### src/rtl/devoff_pkg.sv
// Shared types for the whole-device disable sequencer.
// Assumes one-hot state encoding; bit order is visible on the debug port.
package devoff_pkg;

    typedef enum logic [5:0] {
        ST_PWRUP    = 6'b000001,
        ST_LOAD     = 6'b000010,
        ST_ACTIVE   = 6'b000100,
        ST_DISABLED = 6'b001000,
        ST_RSTWIN   = 6'b010000,
        ST_FRESET   = 6'b100000
    } dev_state_t;

endpackage

### src/rtl/devoff_sync2.sv
// Two-flop synchronizer for a single asynchronous level.
// Assumes the input changes slowly relative to clk; reset value selectable.
module devoff_sync2 #(
    parameter logic RST_VAL = 1'b1
) (
    input  logic clk,
    input  logic rst_n,
    input  logic d,
    output logic q
);
    logic meta;

    // Capture the asynchronous level through two stages.
    always_ff @(posedge clk) begin
        if (!rst_n) begin
            meta <= RST_VAL;
            q    <= RST_VAL;
        end else begin
            meta <= d;
            q    <= meta;
        end
    end
endmodule

### src/rtl/devoff_pin_filter.sv
// Synchronizes an active-low request and accepts a new level only after
// FILT_LEN consecutive samples that differ from the current one.
// Assumes the released (high) level at reset.
module devoff_pin_filter #(
    parameter int FILT_LEN = 4
) (
    input  logic clk,
    input  logic rst_n,
    input  logic pin_n,
    output logic asserted
);
    localparam int CW = $clog2(FILT_LEN + 1);

    logic          pin_s;
    logic          level_n;
    logic [CW-1:0] run_cnt;
    logic          differs;

    devoff_sync2 #(.RST_VAL(1'b1)) u_sync (
        .clk   (clk),
        .rst_n (rst_n),
        .d     (pin_n),
        .q     (pin_s)
    );

    assign differs  = (pin_s != level_n);
    assign asserted = ~level_n;

    // Count consecutive differing samples and flip the level on the last one.
    always_ff @(posedge clk) begin
        if (!rst_n) begin
            level_n <= 1'b1;
            run_cnt <= '0;
        end else if (!differs) begin
            run_cnt <= '0;
        end else if (run_cnt == CW'(FILT_LEN - 1)) begin
            level_n <= pin_s;
            run_cnt <= '0;
        end else begin
            run_cnt <= run_cnt + 1'b1;
        end
    end

    AST_FILTER_RUN: assert property (@(posedge clk) disable iff (!rst_n)
        !$stable(level_n) |-> ($past(run_cnt) == CW'(FILT_LEN - 1)));
endmodule

### src/rtl/devoff_dwell_cnt.sv
// Counts clocks while run is high; last marks the LEN-th clock of a run.
// Assumes run stays high until last has been seen.
module devoff_dwell_cnt #(
    parameter int LEN = 16
) (
    input  logic clk,
    input  logic rst_n,
    input  logic run,
    output logic last
);
    localparam int CW = $clog2(LEN + 1);

    logic [CW-1:0] cnt;

    assign last = run && (cnt == CW'(LEN - 1));

    // Advance during a run, clear otherwise.
    always_ff @(posedge clk) begin
        if (!rst_n || !run) begin
            cnt <= '0;
        end else if (!last) begin
            cnt <= cnt + 1'b1;
        end
    end

    AST_DWELL_BOUND: assert property (@(posedge clk) disable iff (!rst_n)
        run && !last |=> (cnt != '0) || !run);
endmodule

### src/rtl/devoff_ctrl.sv
// Whole-device disable sequencer. Gates start-up on power-good, loads the
// configuration, then follows a filtered active-low disable request.
// Host-reset release while disabled opens a reload window; releasing the
// request issues a fixed-length fundamental reset followed by a new load.
// Assumes cfg_done is a synchronous one-clock pulse.
module devoff_ctrl #(
    parameter int FILT_LEN   = 4,
    parameter int FRESET_LEN = 16
) (
    input  logic       clk,
    input  logic       rst_n,
    input  logic       dis_req_n,
    input  logic       host_rst_n,
    input  logic       pwr_good,
    input  logic       cfg_done,
    output logic       dis_mode,
    output logic       phy_pwrdn,
    output logic       pad_oe,
    output logic       link_l3_req,
    output logic       fund_rst,
    output logic       cfg_load_req,
    output logic [5:0] state_dbg
);
    import devoff_pkg::*;

    dev_state_t state, state_nx;
    logic       pin_on;
    logic       host_s, host_q, host_rel;
    logic       fr_last;

    devoff_pin_filter #(.FILT_LEN(FILT_LEN)) u_filter (
        .clk      (clk),
        .rst_n    (rst_n),
        .pin_n    (dis_req_n),
        .asserted (pin_on)
    );

    devoff_sync2 #(.RST_VAL(1'b1)) u_host_sync (
        .clk   (clk),
        .rst_n (rst_n),
        .d     (host_rst_n),
        .q     (host_s)
    );

    devoff_dwell_cnt #(.LEN(FRESET_LEN)) u_freset (
        .clk   (clk),
        .rst_n (rst_n),
        .run   (state == ST_FRESET),
        .last  (fr_last)
    );

    // Remember the previous synchronized host reset to find its release.
    always_ff @(posedge clk) begin
        if (!rst_n) host_q <= 1'b1;
        else        host_q <= host_s;
    end

    assign host_rel = host_s && !host_q;

    // Next-state selection.
    always_comb begin
        state_nx = state;
        unique case (state)
            ST_PWRUP:    if (pwr_good) state_nx = ST_LOAD;
            ST_LOAD:     if (cfg_done) state_nx = ST_ACTIVE;
            ST_ACTIVE:   if (pin_on)   state_nx = ST_DISABLED;
            ST_DISABLED: if (!pin_on)       state_nx = ST_FRESET;
                         else if (host_rel) state_nx = ST_RSTWIN;
            ST_RSTWIN:   if (cfg_done) state_nx = pin_on ? ST_DISABLED : ST_FRESET;
            ST_FRESET:   if (fr_last)  state_nx = ST_LOAD;
            default:     state_nx = ST_PWRUP;
        endcase
    end

    // State register.
    always_ff @(posedge clk) begin
        if (!rst_n) state <= ST_PWRUP;
        else        state <= state_nx;
    end

    assign dis_mode     = (state == ST_DISABLED);
    assign phy_pwrdn    = dis_mode;
    assign link_l3_req  = dis_mode;
    assign pad_oe       = !dis_mode;
    assign fund_rst     = (state == ST_FRESET);
    assign cfg_load_req = (state == ST_LOAD) || (state == ST_RSTWIN);
    assign state_dbg    = state;

    AST_STATE_ONEHOT: assert property (@(posedge clk) disable iff (!rst_n)
        $countones(state_dbg) == 1);
    AST_PWRGOOD_GATE: assert property (@(posedge clk) disable iff (!rst_n)
        (state == ST_PWRUP) && !pwr_good |=> (state == ST_PWRUP));
    AST_LOAD_NO_DISABLE: assert property (@(posedge clk) disable iff (!rst_n)
        (state == ST_LOAD) |=> !dis_mode);
    AST_DISABLE_NEEDS_PIN: assert property (@(posedge clk) disable iff (!rst_n)
        $rose(dis_mode) |-> $past(pin_on));
    AST_HOSTRST_NO_EXIT: assert property (@(posedge clk) disable iff (!rst_n)
        (state == ST_DISABLED) && pin_on && !host_rel |=> (state == ST_DISABLED));
    AST_WINDOW_ENTRY: assert property (@(posedge clk) disable iff (!rst_n)
        $rose(state == ST_RSTWIN) |-> $past(host_rel));
    AST_FRESET_CAUSE: assert property (@(posedge clk) disable iff (!rst_n)
        $rose(fund_rst) |-> !$past(pin_on));
    AST_FRESET_EXIT: assert property (@(posedge clk) disable iff (!rst_n)
        $fell(fund_rst) |-> cfg_load_req);
endmodule

### config.mk
export PLATFORM = sky130hd
export DESIGN_NAME = devoff_ctrl
export DESIGN_NICKNAME = d
export VERILOG_FILES = /design/src/rtl/devoff_pkg.sv /design/src/rtl/devoff_sync2.sv /design/src/rtl/devoff_pin_filter.sv /design/src/rtl/devoff_dwell_cnt.sv /design/src/rtl/devoff_ctrl.sv
export SDC_FILE = /design/constraint.sdc
export NUM_CORES = 1
export LEC_CHECK = 0
export BUFFER_PORTS_ARGS = -buffer_cell sky130_fd_sc_hd__buf_2
export CORE_AREA = 4 4 49 51
export CTS_CLUSTER_SIZE = 10
export DETAILED_ROUTE_END_ITERATION = 16
export DIE_AREA = 0 0 53 55
export PLACE_DENSITY_LB_ADDON = 0.12
export SLEW_MARGIN = 20
export SYNTH_ARGS = -nofsm -noshare
export SYNTH_HDL_FRONTEND = slang
export SYNTH_SLANG_ARGS = --single-unit
### constraint.sdc
create_clock -name clk -period 2.4 [get_ports clk]
set_clock_uncertainty 0.05 [all_clocks]
set_input_delay 0.48 -clock clk [delete_from_list [all_inputs] [get_ports clk]]
set_output_delay 0.48 -clock clk [all_outputs]
set_load 0.01 [all_outputs]
==> flow_summary.toml <==
[floorplan]
die_w_um = 53
dieArea_sq_um = 2915
io_pins = 18
die_height_um = 55
start_util_pct = 51.22
core_area_sq_um = 1942
num_rows = 16

[sta]
worstMarginPinSlew_ns = 0.4526
post-route-period-util_pct = 97.56
maxSlewViolCount = 0
relSlewSlack_pct = 69.55
finalCriticalPeriod_ns = 2.342
finalHoldWorstSlack_ns = 0.3155
rsz0062_at_grt = "true"
setup_viol = 0
hold_viol_final = 0
fmax_mhz = 427.1

[grt]
grt_pass1_vias = 650
grt_usage_pct = 12.67
grt_overflow_total = 0
grt_pass1_wl_mm = 2.760
grt_max_degree = 19
grt_antenna_before_repair = 0

[power]
leakage_nw = 0.5217
switching_share_pct = 30.05
p_switching_uw = 241.3
p_seq_share_pct = 45.7
pwr-share-comb_pct = 31.2
power_density_nw_per_um2 = 701.2
finalPower_uw = 802.8
vdd_ir_drop_max_mv = 0.3537
clkPwrFrac_pct = 23.1
p_int_uw = 561.5

[critical_path]
cp_data_required_time_ns = 1.87
cp-end-kind = "primary output"
critical_path_class = "register to primary output"
arrival_ns = 1.81
crit_path_start_kind = "register"
cp_max_fo = 5
worst-r2r-setup-slack_ns = 0.22

[placed_design]
io_buffers = 17
placed_cell_area_sq_um = 1082
hpwl_mm = 1.258
place_congestion = 0.8613

[cts]
htreeDepth = 1
clockBufferDepth = 2
clkLatencyLatePin_ns = 0.28
cts_tree = "yes"
clock_sinks = 20
cts_made_buffers = 3
postCtsHoldBufs = 0
cts_root_buffer = "clkbuf_4"
cts.clk_slew.worst_paths_ns = 0.10

[yosys]
synth.largest_area_cell = "dfxtp_1"
synthTopCellsByArea = "dfxtp_1 40%, mux2i_1 6.0%, nor2_1 6.0%, ha_1 5.0%, nand2b_1 4.4%"
synth-main-ff-cell = "dfxtp_1"
synth_top_area_share_pct = 40.25
synth_edf_count = 0
synth_cells = 111
ys_ff_latch = 20
yosys_warnings = 0
syn_nets = 121
avgSynthCellArea_sq_um = 8.961
synthArstFlopShare_pct = 0
synthTopCellsByCount = "20 x dfxtp_1, 16 x nor2_1, 7 x nand2_1, 7 x nand2b_1, 6 x mux2i_1"
synth_area_sq_um = 994.7
synth_cell_types = 34
synth_most_common_cell = "dfxtp_1"
synth_seq_area_share_pct = 40.25

[detailed_routing]
antenna_left = 0
wl_per_cell_um = 10.70
num_vias = 786
drt_iter0_drc = 14
wl_mm = 1.669
drtPass1Iterations = 4
viasPerCell = 5.038
post-route-drc-count = 0

[finish]
antennaDiodeCount = 0
fin_nets = 140
fin_area_sq_um = 1145
syn_to_final_growth_pct = 15.09
final_layout_size_suffix_gt1_share_pct = 25.58

[run]
maxCapViolCount = 0

[outcome]
outcome = "finished clean"

[worst_hold_path]
hold_path.class = "input pin to register"
-- routing by layer --
layer / share of wire [%] / track usage (%) / wire [um]
met2: 45 / 23.76 / 756
met5: 0 / 0 / 0
met4: 0.90 / 5.106 / 15
met1: 47 / 14.54 / 785
met3: 6.7 / 1.609 / 111
-- stage by stage --
stage,utilization (%),TNS [ns],instances,worst slack (ns)
after floorplan,-,0,111,0.1816
after global placement,55.73,0,149,0.3178
after detailed placement,55.73,0,149,0.2937
after CTS,57.67,0,153,0.003495
after global routing,58.96,-0.03614,156,-0.01505
final,58.96,0,156,0.05845
-- cells by family (layout without fill, tap and decap cells) --
logic type	Yosys count	count (layout)	synth area share [%]
AOI/OAI and AO/OA	8	8	5.283
xor gates and xnor gates	7	7	6.164
adders and majority gates	4	4	5.032
buffers and inverters	13	31	6.540
DFF	20	20	40.25
muxes	7	7	7.170
and+or+nand+nor	52	52	29.56
-- registers in the layout, indices dropped and copies added (netlist names) --
name,count
state_dbg,6
u_host_sync.q,1
u_filter.u_sync.meta,1
host_q,1
u_filter.level_n,1
u_filter.run_cnt,3
u_host_sync.meta,1
u_filter.u_sync.q,1
u_freset.cnt,5
-- path summary, 6_finish.rpt --
check,start,endpoint,depth (start not counted)
worst max-delay path,state_dbg[4],dis_mode,4
worst min register to register,u_host_sync.meta,u_host_sync.q,1
worst min-delay path,host_rst_n,u_host_sync.meta,2
worst max register to register,state_dbg[4],state_dbg[4],6
-- power groups by stage --
stage	logic (mW)	registers (mW)	clock network, mW
after floorplan	0.169	0.386	0
after global placement	0.249	0.378	0
after detailed placement	0.249	0.376	0
after CTS	0.251	0.369	0.196
after global routing	0.277	0.370	0.212
final	0.250	0.367	0.185
-- cells in the final DEF (no fill, tap or decap) --
cell type / n
dfxtp_4: 1
or3_1: 1
nor4_1: 2
buf_2: 17
o31ai_1: 1
or3b_4: 1
and3_1: 2
nor2_1: 16
nor4bb_1: 1
and3b_1: 1
nand2_1: 7
inv_1: 4
nand4b_1: 1
mux2_2: 1
nor4_2: 1
nand3_1: 2
nand3b_1: 2
clkbuf_8: 1
dfxtp_1: 19
a21oi_1: 1
a211o_1: 2
buf_4: 5
nand2b_1: 7
nand2_4: 1
mux2i_1: 6
nor3_1: 3
or4_4: 1
xor2_1: 5
nor2b_1: 1
xnor2_1: 2
a21boi_1: 1
inv_2: 1
ha_1: 4
o21ai_0: 3
clkbuf_4: 3
nand4_1: 2
-- critical path: stages, from the launching register on --
cell and delay (ns):
dfxtp_4 0.37, or4_4 0.54, or3b_4 0.43, inv_2 0.07, buf_2 0.12
-- timing repair --
action	CTS	global route
endpoints found under the hold margin	0	0
endpoints found under the setup margin	3	3
buffers inserted	0	3
pin swaps	0	1
gates resized for setup	1	2
-- layout make-up --
| class | instances | area (sq um) |
|---|---|---|
| sequential | 20 | 404.1 |
| tap | 27 | 33.78 |
| fill | 183 | 797.0 |
| inverter | 5 | 18.77 |
| multi-input combinational | 78 | 529.3 |
| clock buffer | 4 | 36.28 |
| timing repair buffer | 22 | 122.6 |
No activity file was read; power rests on OpenSTA's default activity.
